===== src/rtl/cds_pkg.sv =====
// Shared types for the calibration and data-ready sequencer.
// Assumes: mode field encoding fixed by the register decode.
package cds_pkg;
    typedef enum logic [1:0] {
        SQ_CONV = 2'd0,
        SQ_SEQ  = 2'd1,
        SQ_PD   = 2'd2,
        SQ_WAKE = 2'd3
    } sq_state_t;

    localparam logic [1:0] MD_NORMAL = 2'b00;
    localparam logic [1:0] MD_SELF   = 2'b01;
    localparam logic [1:0] MD_ZERO   = 2'b10;
    localparam logic [1:0] MD_FULL   = 2'b11;
endpackage


===== src/rtl/cds_regs.sv =====
// Holds the mode field and power-down bit and decodes the write strobes.
// Assumes: cal_done is a one-cycle pulse; a write in the same cycle wins.
module cds_regs
    import cds_pkg::*;
(
    input  logic       clk,
    input  logic       rst_n,
    input  logic       setup_wr,
    input  logic [1:0] setup_mode,
    input  logic       setup_fsync,
    input  logic       comm_wr,
    input  logic       comm_pwrdn,
    input  logic       cal_done,
    output logic [1:0] mode_q,
    output logic       pd_q,
    output logic       wr_acc,
    output logic       pd_enter,
    output logic       pd_exit
);
    // Decode which writes take effect this cycle.
    always_comb begin
        wr_acc   = setup_wr && !(setup_fsync && (setup_mode == MD_SELF || setup_mode == MD_ZERO));
        pd_enter = comm_wr && comm_pwrdn && !pd_q;
        pd_exit  = comm_wr && !comm_pwrdn && pd_q;
    end

    // Mode field: written by software, cleared when a calibration ends.
    always_ff @(posedge clk) begin
        if (!rst_n)        mode_q <= MD_NORMAL;
        else if (wr_acc)   mode_q <= setup_mode;
        else if (cal_done) mode_q <= MD_NORMAL;
    end

    // Power-down bit.
    always_ff @(posedge clk) begin
        if (!rst_n)       pd_q <= 1'b0;
        else if (comm_wr) pd_q <= comm_pwrdn;
    end
endmodule


===== src/rtl/cds_timebase.sv =====
// Free-running modulator-cycle counter and clock output divider.
// Assumes: MOD_CLKS >= 2; the counter keeps running through power-down.
module cds_timebase #(
    parameter int MOD_CLKS = 128
) (
    input  logic clk,
    input  logic rst_n,
    input  logic clkout_off,
    output logic mod_edge,
    output logic clk_out
);
    localparam int MOD_W = $clog2(MOD_CLKS);
    localparam logic [MOD_W-1:0] MOD_LAST = MOD_W'(MOD_CLKS - 1);
    localparam logic [MOD_W-1:0] MOD_ONE  = MOD_W'(1);

    logic [MOD_W-1:0] mod_cnt;

    // Count master clocks within one modulator cycle.
    always_ff @(posedge clk) begin
        if (!rst_n)                mod_cnt <= '0;
        else if (mod_cnt == MOD_LAST) mod_cnt <= '0;
        else                       mod_cnt <= mod_cnt + MOD_ONE;
    end

    // Mark the last clock of each modulator cycle.
    always_comb mod_edge = (mod_cnt == MOD_LAST);

    // Divide the master clock by two unless the output is disabled.
    always_ff @(posedge clk) begin
        if (!rst_n || clkout_off) clk_out <= 1'b0;
        else                      clk_out <= ~clk_out;
    end
endmodule


===== src/rtl/cds_fsm.sv =====
// Sequencer core: counts data-rate periods for conversions and calibrations,
// runs the power-up delay, drives data-ready and loads the placeholder result.
// Assumes: one odr_tick is far more than MOD_CLKS clocks after a start write.
module cds_fsm
    import cds_pkg::*;
#(
    parameter int DATA_W        = 16,
    parameter int SELF_CAL_PER  = 6,
    parameter int SELF_CONV_PER = 3,
    parameter int SYS_CAL_PER   = 3,
    parameter int SYS_CONV_PER  = 1,
    parameter int WAKE_PER      = 3,
    parameter int PWRUP_CLKS    = 2000
) (
    input  logic              clk,
    input  logic              rst_n,
    input  logic              odr_tick,
    input  logic              data_rd,
    input  logic              mod_edge,
    input  logic              wr_acc,
    input  logic [1:0]        setup_mode,
    input  logic [1:0]        mode_q,
    input  logic              pd_enter,
    input  logic              pd_exit,
    output logic              cal_done,
    output logic              drdy_n,
    output logic [DATA_W-1:0] result
);
    localparam int SELF_TOT = SELF_CAL_PER + SELF_CONV_PER;
    localparam int SYS_TOT  = SYS_CAL_PER + SYS_CONV_PER;
    localparam int MAX_A    = (SELF_TOT > SYS_TOT) ? SELF_TOT : SYS_TOT;
    localparam int MAX_PER  = (MAX_A > WAKE_PER) ? MAX_A : WAKE_PER;
    localparam int CNT_W    = $clog2(MAX_PER + 1);
    localparam int WAKE_W   = $clog2(PWRUP_CLKS);
    localparam logic [CNT_W-1:0]  CNT_ONE   = CNT_W'(1);
    localparam logic [WAKE_W-1:0] WAKE_ONE  = WAKE_W'(1);
    localparam logic [WAKE_W-1:0] WAKE_LAST = WAKE_W'(PWRUP_CLKS - 1);
    localparam logic [DATA_W-1:0] RES_ONE   = DATA_W'(1);

    sq_state_t         state;
    logic [CNT_W-1:0]  per_cnt, nxt_cnt, cal_len, tot_len, go_cal, go_tot;
    logic [WAKE_W-1:0] wake_cnt;
    logic              pend;
    logic [1:0]        go_mode;

    // Pick the mode whose lengths a sequence start would load.
    always_comb go_mode = (state == SQ_WAKE) ? mode_q : setup_mode;

    // Calibration and total period counts for each mode.
    always_comb begin
        case (go_mode)
            MD_SELF: begin go_cal = CNT_W'(SELF_CAL_PER); go_tot = CNT_W'(SELF_TOT); end
            MD_ZERO,
            MD_FULL: begin go_cal = CNT_W'(SYS_CAL_PER);  go_tot = CNT_W'(SYS_TOT);  end
            default: begin go_cal = '0;                   go_tot = CNT_W'(WAKE_PER); end
        endcase
    end

    // Next period count and the end-of-calibration pulse.
    always_comb begin
        nxt_cnt  = per_cnt + CNT_ONE;
        cal_done = (state == SQ_SEQ) && !wr_acc && odr_tick && !pd_enter &&
                   (cal_len != '0) && (nxt_cnt == cal_len);
    end

    // Main sequencer state, counters, data-ready and result.
    always_ff @(posedge clk) begin
        if (!rst_n) begin
            state    <= SQ_CONV;
            per_cnt  <= '0;
            cal_len  <= '0;
            tot_len  <= '0;
            wake_cnt <= '0;
            drdy_n   <= 1'b1;
            pend     <= 1'b0;
            result   <= '0;
        end else begin
            if (pend && mod_edge) begin
                drdy_n <= 1'b1;
                pend   <= 1'b0;
            end
            if (pd_enter) begin
                state <= SQ_PD;
                pend  <= 1'b0;
            end else begin
                case (state)
                    SQ_CONV: begin
                        if (wr_acc && setup_mode != MD_NORMAL) begin
                            state   <= SQ_SEQ;
                            per_cnt <= '0;
                            cal_len <= go_cal;
                            tot_len <= go_tot;
                            if (!drdy_n) pend <= 1'b1;
                        end else if (odr_tick) begin
                            result <= result + RES_ONE;
                            drdy_n <= 1'b0;
                            pend   <= 1'b0;
                        end else if (data_rd) begin
                            drdy_n <= 1'b1;
                        end
                    end
                    SQ_SEQ: begin
                        if (wr_acc) begin
                            if (setup_mode == MD_NORMAL) begin
                                state <= SQ_CONV;
                            end else begin
                                per_cnt <= '0;
                                cal_len <= go_cal;
                                tot_len <= go_tot;
                            end
                        end else if (odr_tick) begin
                            per_cnt <= nxt_cnt;
                            if (nxt_cnt == tot_len) begin
                                result <= result + RES_ONE;
                                drdy_n <= 1'b0;
                                pend   <= 1'b0;
                                state  <= SQ_CONV;
                            end
                        end
                    end
                    SQ_PD: begin
                        if (pd_exit) begin
                            state    <= SQ_WAKE;
                            wake_cnt <= '0;
                            drdy_n   <= 1'b1;
                        end else if (data_rd) begin
                            drdy_n <= 1'b1;
                        end
                    end
                    default: begin
                        if (wake_cnt == WAKE_LAST) begin
                            state   <= SQ_SEQ;
                            per_cnt <= '0;
                            cal_len <= go_cal;
                            tot_len <= go_tot;
                        end else begin
                            wake_cnt <= wake_cnt + WAKE_ONE;
                        end
                    end
                endcase
            end
        end
    end
endmodule


===== src/rtl/cal_drdy_seq.sv =====
// Top of the calibration and data-ready sequencer: register decode,
// modulator timebase and sequencing core.
// Assumes: odr_tick is a one-cycle strobe; at most one write strobe per cycle.
module cal_drdy_seq #(
    parameter int DATA_W        = 16,
    parameter int MOD_CLKS      = 128,
    parameter int SELF_CAL_PER  = 6,
    parameter int SELF_CONV_PER = 3,
    parameter int SYS_CAL_PER   = 3,
    parameter int SYS_CONV_PER  = 1,
    parameter int WAKE_PER      = 3,
    parameter int PWRUP_CLKS    = 2000
) (
    input  logic              clk,
    input  logic              rst_n,
    input  logic              odr_tick,
    input  logic              setup_wr,
    input  logic [1:0]        setup_mode,
    input  logic              setup_fsync,
    input  logic              comm_wr,
    input  logic              comm_pwrdn,
    input  logic              clkout_off,
    input  logic              data_rd,
    output logic              drdy_n,
    output logic [1:0]        mode_rd,
    output logic              pwrdn_rd,
    output logic [DATA_W-1:0] result,
    output logic              clk_out
);
    logic cal_done, wr_acc, pd_enter, pd_exit, mod_edge;

    cds_regs u_regs (
        .clk(clk), .rst_n(rst_n),
        .setup_wr(setup_wr), .setup_mode(setup_mode), .setup_fsync(setup_fsync),
        .comm_wr(comm_wr), .comm_pwrdn(comm_pwrdn), .cal_done(cal_done),
        .mode_q(mode_rd), .pd_q(pwrdn_rd),
        .wr_acc(wr_acc), .pd_enter(pd_enter), .pd_exit(pd_exit)
    );

    cds_timebase #(.MOD_CLKS(MOD_CLKS)) u_tb (
        .clk(clk), .rst_n(rst_n), .clkout_off(clkout_off),
        .mod_edge(mod_edge), .clk_out(clk_out)
    );

    cds_fsm #(
        .DATA_W(DATA_W), .SELF_CAL_PER(SELF_CAL_PER), .SELF_CONV_PER(SELF_CONV_PER),
        .SYS_CAL_PER(SYS_CAL_PER), .SYS_CONV_PER(SYS_CONV_PER),
        .WAKE_PER(WAKE_PER), .PWRUP_CLKS(PWRUP_CLKS)
    ) u_fsm (
        .clk(clk), .rst_n(rst_n), .odr_tick(odr_tick), .data_rd(data_rd),
        .mod_edge(mod_edge), .wr_acc(wr_acc), .setup_mode(setup_mode),
        .mode_q(mode_rd), .pd_enter(pd_enter), .pd_exit(pd_exit),
        .cal_done(cal_done), .drdy_n(drdy_n), .result(result)
    );
endmodule


===== config.mk =====
export PLATFORM = sky130hd
export DESIGN_NAME = cal_drdy_seq
export DESIGN_NICKNAME = d
export VERILOG_FILES = /design/src/rtl/cds_pkg.sv /design/src/rtl/cds_regs.sv /design/src/rtl/cds_timebase.sv /design/src/rtl/cds_fsm.sv /design/src/rtl/cal_drdy_seq.sv
export SDC_FILE = /design/constraint.sdc
export NUM_CORES = 1
export LEC_CHECK = 0
export CORE_MARGIN = 2
export CORE_UTILIZATION = 60
export DETAILED_ROUTE_END_ITERATION = 8
export PLACE_DENSITY = 0.85
export SYNTH_ARGS = -nofsm -noshare
export SYNTH_HDL_FRONTEND = slang
export SYNTH_SLANG_ARGS = --single-unit

===== constraint.sdc =====
create_clock -name clk -period 5.9 [get_ports clk]
set_input_delay 1.77 -clock clk [delete_from_list [all_inputs] [get_ports clk]]
set_output_delay 1.77 -clock clk [all_outputs]
set_load 0.05 [all_outputs]

== Word level (Yosys, flattened, before mapping) ==
Index checks and enable logic that the tools add are counted.

* Bits in registers: 54
* Output and inout port bits: 21

* Add/subtract/negate cells: 4
* Equal/unequal tests: 31
* Multiplexer cells: 57
* Bitwise operators: 5
* Reduce and logical (&&, ||, !) cells: 40

{| class="wikitable"
|+ Operator list
! kind !! count
|-
| $mux W16 || 5
|-
| $mux W4 || 13
|-
| $pmux W4 S3 || 3
|-
| $pmux W16 S2 || 1
|-
| $reduce_and A6 Y1 || 4
|-
| $mux W11 || 2
|-
| $mux W2 || 11
|-
| $pmux W11 S2 || 1
|-
| $add A16 B1 Y16 const B || 1
|-
| $mux W1 || 16
|-
| $ne A2 B2 Y1 const B || 8
|-
| $logic_and A1 B1 Y1 || 13
|-
| $add A11 B1 Y11 const B || 1
|-
| $eq A11 B11 Y1 const B || 1
|-
| $eq A2 B2 Y1 const B || 5
|-
| $ne A3 B2 Y1 const B || 3
|-
| $eq A4 B4 Y1 || 2
|-
| $ne A4 B2 Y1 const B || 2
|-
| $pmux W4 S2 || 1
|-
| $reduce_bool A4 Y1 || 2
|-
| $reduce_or A2 Y1 || 4
|-
| $add A7 B1 Y7 const B || 1
|-
| $eq A7 B7 Y1 const B || 1
|-
| $reduce_and A7 Y1 || 1
|-
| 18 further kinds || 35
|}

== Depth between registers and ports, before layout ==
* Depth after elaboration: 13
* Depth in mapped cells: 7
* Gate-level depth less buffers: 7

== Hierarchy ==
Synthesis repeated with hierarchy kept, for this count alone.

* Cells, all modules: 339
* Area, all modules: 2805.2 um2

{| class="wikitable"
|+ By module, submodules not included
! module !! times used !! cells each !! area an instance (um2)
|-
| cds_fsm || 1 || 282 || 2304.7
|-
| cds_timebase || 1 || 33 || 299.0
|-
| cds_regs || 1 || 24 || 201.4
|}

== Worst setup path after synthesis ==
Ideal clock, no wire load.

* Kind: input port to flip-flop
* Start: input setup_mode[1]
* End: register u_fsm.result[9]
* Data arrival time: 3450 ps
* Required time: 5828 ps
* Path slack: 2379 ps
* Stages: 7
* Cell sequence: inv_1 -> ha_1 -> a21boi_2 -> a211o_4 -> or4_4 -> a21oi_2 -> mux2i_1

* Longest elaborated chain between the ends: 8
* Elaborated cells between the ends (all ways): 11

{| class="wikitable"
|+ RTL lines
! what !! RTL line !! text
|-
| start: declaration || cal_drdy_seq.sv:18 || <nowiki>input logic [1:0] setup_mode,</nowiki>
|-
| $eq A2 B1 Y1 / $eq A2 B2 Y1 (equally long branches) || cds_regs.sv:22 || <nowiki>wr_acc = setup_wr && !(setup_fsync && (setup_mode == MD_SELF || setup_mode == MD_ZERO));</nowiki>
|-
| $logic_or A1 B1 Y1 || cds_regs.sv:22 ||
|-
| $logic_and A1 B1 Y1 || cds_regs.sv:22 ||
|-
| $logic_not A1 Y1 || cds_regs.sv:22 ||
|-
| $logic_and A1 B1 Y1 || cds_regs.sv:22 ||
|-
| $logic_and A1 B1 Y1 || cds_fsm.sv:88 || <nowiki>if (wr_acc && setup_mode != MD_NORMAL) begin</nowiki>
|-
| $ne A2 B2 Y1 (no source line) || n/a ||
|-
| $reduce_and A7 Y1 (no source line) (*) || n/a ||
|-
| end signal: assignment || cds_fsm.sv:95 || <nowiki>result <= result + RES_ONE;</nowiki>
|-
| end signal: assignment || cds_fsm.sv:114 || <nowiki>result <= result + RES_ONE;</nowiki>
|-
| end: declaration || cds_fsm.sv:27 || <nowiki>output logic [DATA_W-1:0] result</nowiki>
|}

Mark *: on every way between the ends. The rest lies on a longest branch, timed or not.
A chain may end at the register's enable or synchronous reset.

== Worst setup path after layout ==
* Start: input setup_mode[0]
* End: register u_fsm.tot_len[1]

* Longest elaborated chain between the ends: 8
* Elaborated cells between the ends (all ways): 24

{| class="wikitable"
|+ RTL lines
! what !! RTL line !! text
|-
| branches (longest 8 deep; another with $pmux W4 S2) || n/a ||
|-
| end signal: assignment || cds_fsm.sv:92 || <nowiki>tot_len <= go_tot;</nowiki>
|-
| end signal: assignment || cds_fsm.sv:109 || <nowiki>tot_len <= go_tot;</nowiki>
|-
| end signal: assignment || cds_fsm.sv:135 || <nowiki>tot_len <= go_tot;</nowiki>
|-
| end: declaration || cds_fsm.sv:41 || <nowiki>logic [CNT_W-1:0] per_cnt, nxt_cnt, cal_len, tot_len, go_cal, go_tot;</nowiki>
|}

Parallel ways; which one is timed is not known. The select of a mux whose other input is x is not followed.

==> results.sh <==
export IMPL_gp_congestion=0.806
export IMPL_finalCriticalPeriod_ns=4.03
export IMPL_p_int_uw=558
export IMPL_use_met3=0.0436
export IMPL_post_route_period_util=0.683
export IMPL_wire_per_inst_um=15.2
export IMPL_synth_edff_count=0
export IMPL_drc_errors=0
export IMPL_critPathMaxStageDelay_ns=0.52
export IMPL_vias=2415
export IMPL_pwr_share_seq=0.496
export IMPL_max_slew_margin=0.304
export IMPL_drive_gt1_frac=0.0583
export IMPL_design_area_um2=3190
export IMPL_first_pass_iters=4
export IMPL_clkTransAtPathRegs_ns=0.10
export IMPL_required_ns=6.11
export IMPL_synth_nets=328
export IMPL_grt_antenna_before_repair=0
export IMPL_port_buffers=31
export IMPL_p_leak_uw=0.00113
export IMPL_crit_arrival_ns=4.24
export IMPL_synth_seq_cells=51
export IMPL_fin_cells=395
export IMPL_p_sw_frac=0.243
export IMPL_cts_tree="done"
export IMPL_antenna_cells=0
export IMPL_maxCapViolCount=0
export IMPL_synthArstFlopShare=0
export IMPL_crit_chain="clkdlybuf4s50_1 > inv_1 > ha_1 > a21boi_2 > nand3_1 > a21oi_1 > o311ai_0 > o211a_1"
export IMPL_dpl_instance_area_um2=3050
export IMPL_die_w_um=71.2
export IMPL_drv_slew=0
export IMPL_timing_worst_setup_path_type="in2reg"
export IMPL_die_area_um2=5080
export IMPL_comb_power_share=0.118
export IMPL_synth_avg_cell_area_um2=8.69
export IMPL_start_kind="input pin"
export IMPL_pwr_share_clk=0.386
export IMPL_ys_seq_area_frac=0.376
export IMPL_worstMarginPinSlew_ns=1.04
export IMPL_coreArea_um2=4350
export IMPL_clockBufferDepth=2
export IMPL_grtUsageMet2=0.428
export IMPL_holdWs_ns=0.422
export IMPL_cts_resized=0
export IMPL_gr_total_overflow=0
export IMPL_grt_usage=0.241
export IMPL_final_net_count=358
export IMPL_dp_hpwl_um=4150
export IMPL_max_freq_ghz=0.248
export IMPL_die_h_um=71.2
export IMPL_grt_pass1_wl_um=9980
export IMPL_hold_class="reg2reg"
export IMPL_finClkSkew_ns=0.00827
export IMPL_final_setup_viol_count=0
export IMPL_drt_iter0_drc=160
export IMPL_synthFlopType="dfxtp_1"
export IMPL_finalSetupTns_ns=0
export IMPL_clkLatencyLatePin_ns=0.31
export IMPL_cts_buffers=5
export IMPL_post_cts_buffers=0
export IMPL_placed_cells=387
export IMPL_layout_common_cells="51 x dfxtp_1, 35 x nand2_1, 31 x clkdlybuf4s50_1"
export IMPL_root_buffer="clkbuf_8"
export IMPL_initial_utilization=0.623
export IMPL_hold_buffers=0
export IMPL_netlist_cell_type_count=58
export IMPL_cp_slowest_cell="clkdlybuf4s50_1"
export IMPL_core_rowCount=24
export IMPL_power_switching_uw=179
export IMPL_power_density_nw_per_um2=231
export IMPL_rsz0062_at_grt="false"
export IMPL_ys_warn_count=0
export IMPL_area_growth_pct=17.4
export IMPL_status="completed"
export IMPL_antenna_left=0
export IMPL_hold_viol_final=0
export IMPL_peakVddDrop_mv=0.119
export IMPL_routed_wl_um=6010
export IMPL_grt_busiest_layer="met2"
export IMPL_syn_cell_area_um2=2710
export IMPL_ios=32
export IMPL_first_global_vias=2216
export IMPL_vias_per_cell=6.11
export IMPL_syn_inst=312
export IMPL_h_tree_depth=2
export IMPL_end_kind="flop"
export IMPL_layout_commonest_cell="dfxtp_1"
export IMPL_clock_sinks=51
export IMPL_cp_max_fo=10
export IMPL_grt_start_max_net_pins=37
export IMPL_use_met1=0.299
-- flip-flops by register name, indices dropped and copies added (netlist names), 2 cells and up --
signal and flops:
u_regs.mode_q 2, u_fsm.per_cnt 4, u_tb.mod_cnt 7, u_fsm.wake_cnt 11, u_fsm.tot_len 3, u_fsm.state 2, u_fsm.cal_len 2, u_fsm.result 16
-- metrics by stage --
step,util,power [uW],setup WS [ns]
after global routing,0.732,764,1.65
after global placement,0.701,456,1.73
final,0.732,736,1.87
after floorplan,-,431,2.38
after CTS,0.732,739,1.91
after detailed placement,0.701,458,1.59
-- Yosys cell counts (3+ instances only) --
cell type | number | area share
and2_1 | 3 | 0.0069
o31ai_1 | 5 | 0.014
nand2_1 | 35 | 0.048
nor4_1 | 6 | 0.014
xor2_1 | 15 | 0.048
a21oi_1 | 13 | 0.024
inv_1 | 8 | 0.011
or4_1 | 4 | 0.011
nand3_1 | 16 | 0.030
clkbuf_1 | 6 | 0.0083
dfxtp_1 | 51 | 0.38
nand2b_1 | 16 | 0.037
o21ai_0 | 5 | 0.0092
mux2i_1 | 13 | 0.048
o22ai_1 | 3 | 0.0069
nand3b_1 | 3 | 0.0083
o211ai_1 | 8 | 0.022
nor2_1 | 24 | 0.033
a31oi_1 | 5 | 0.012
nand4_1 | 5 | 0.012
nor3_1 | 3 | 0.0055
a21boi_2 | 3 | 0.012
and3_1 | 6 | 0.014
xnor2_1 | 7 | 0.023
ha_1 | 5 | 0.023
a21oi_2 | 3 | 0.0097
-- power groups by stage --
stage | sequential [uW] | combinational [uW] | clock, uW
after CTS | 365 | 86.4 | 288
after global routing | 367 | 94.2 | 303
after detailed placement | 373 | 85.6 | 0
after floorplan | 380 | 50.5 | 0
final | 365 | 87.2 | 284
after global placement | 372 | 83.5 | 0
-- worst paths after layout --
| path | from | cells past startpoint | end | slack [ns] |
|---|---|---|---|---|
| max | setup_mode[0] | 8 | u_fsm.tot_len[1]$_SDFFE_PN0P_ | 1.87 |
| min | u_tb.clk_out$_SDFF_PP0_ | 1 | u_tb.clk_out$_SDFF_PP0_ | 0.42 |
| max reg2reg | u_fsm.per_cnt[0]$_SDFFE_PN0P_ | 6 | u_fsm.result[1]$_SDFFE_PN0P_ | 3.30 |
| min reg2reg | u_tb.clk_out$_SDFF_PP0_ | 1 | u_tb.clk_out$_SDFF_PP0_ | 0.42 |
-- metal layers --
layer  up-vias  part of all wire
met5         -                 0
met4         0            0.0091
met3         6             0.037
met2        48              0.50
met1      1170              0.46
li1       1191                 -
-- final cells by class --
| type | count | area (um2) |
|---|---|---|
| tap | 52 | 65.1 |
| timing repair buffer | 32 | 318 |
| fill | 323 | 1170 |
| multi-input combinational | 243 | 1620 |
| inverter | 9 | 33.8 |
| clock buffer | 6 | 72.6 |
| clock inverter | 2 | 60.1 |
| sequential | 51 | 1020 |
-- kinds of logic after synthesis --
logic type                 count (synthesis)  share of synthesized area
AOI/OAI and AO/OA                         62                      0.166
adders and majority gates                  5                     0.0231
buffers and inverters                     18                     0.0281
muxes                                     13                     0.0480
and+or+nand+nor                          140                      0.279
DFF                                       51                      0.376
xor gates and xnor gates                  23                     0.0793
-- critical path: cells and delay by family --
family | cells | cell delay [ns]
AO/OA/AOI/OAI | 4 | 1.33
adder cells (fa/ha/maj) | 1 | 0.32
AND/OR/NAND/NOR | 1 | 0.22
buffers and inverters | 2 | 0.59
Power figures use the tool's default switching activity.
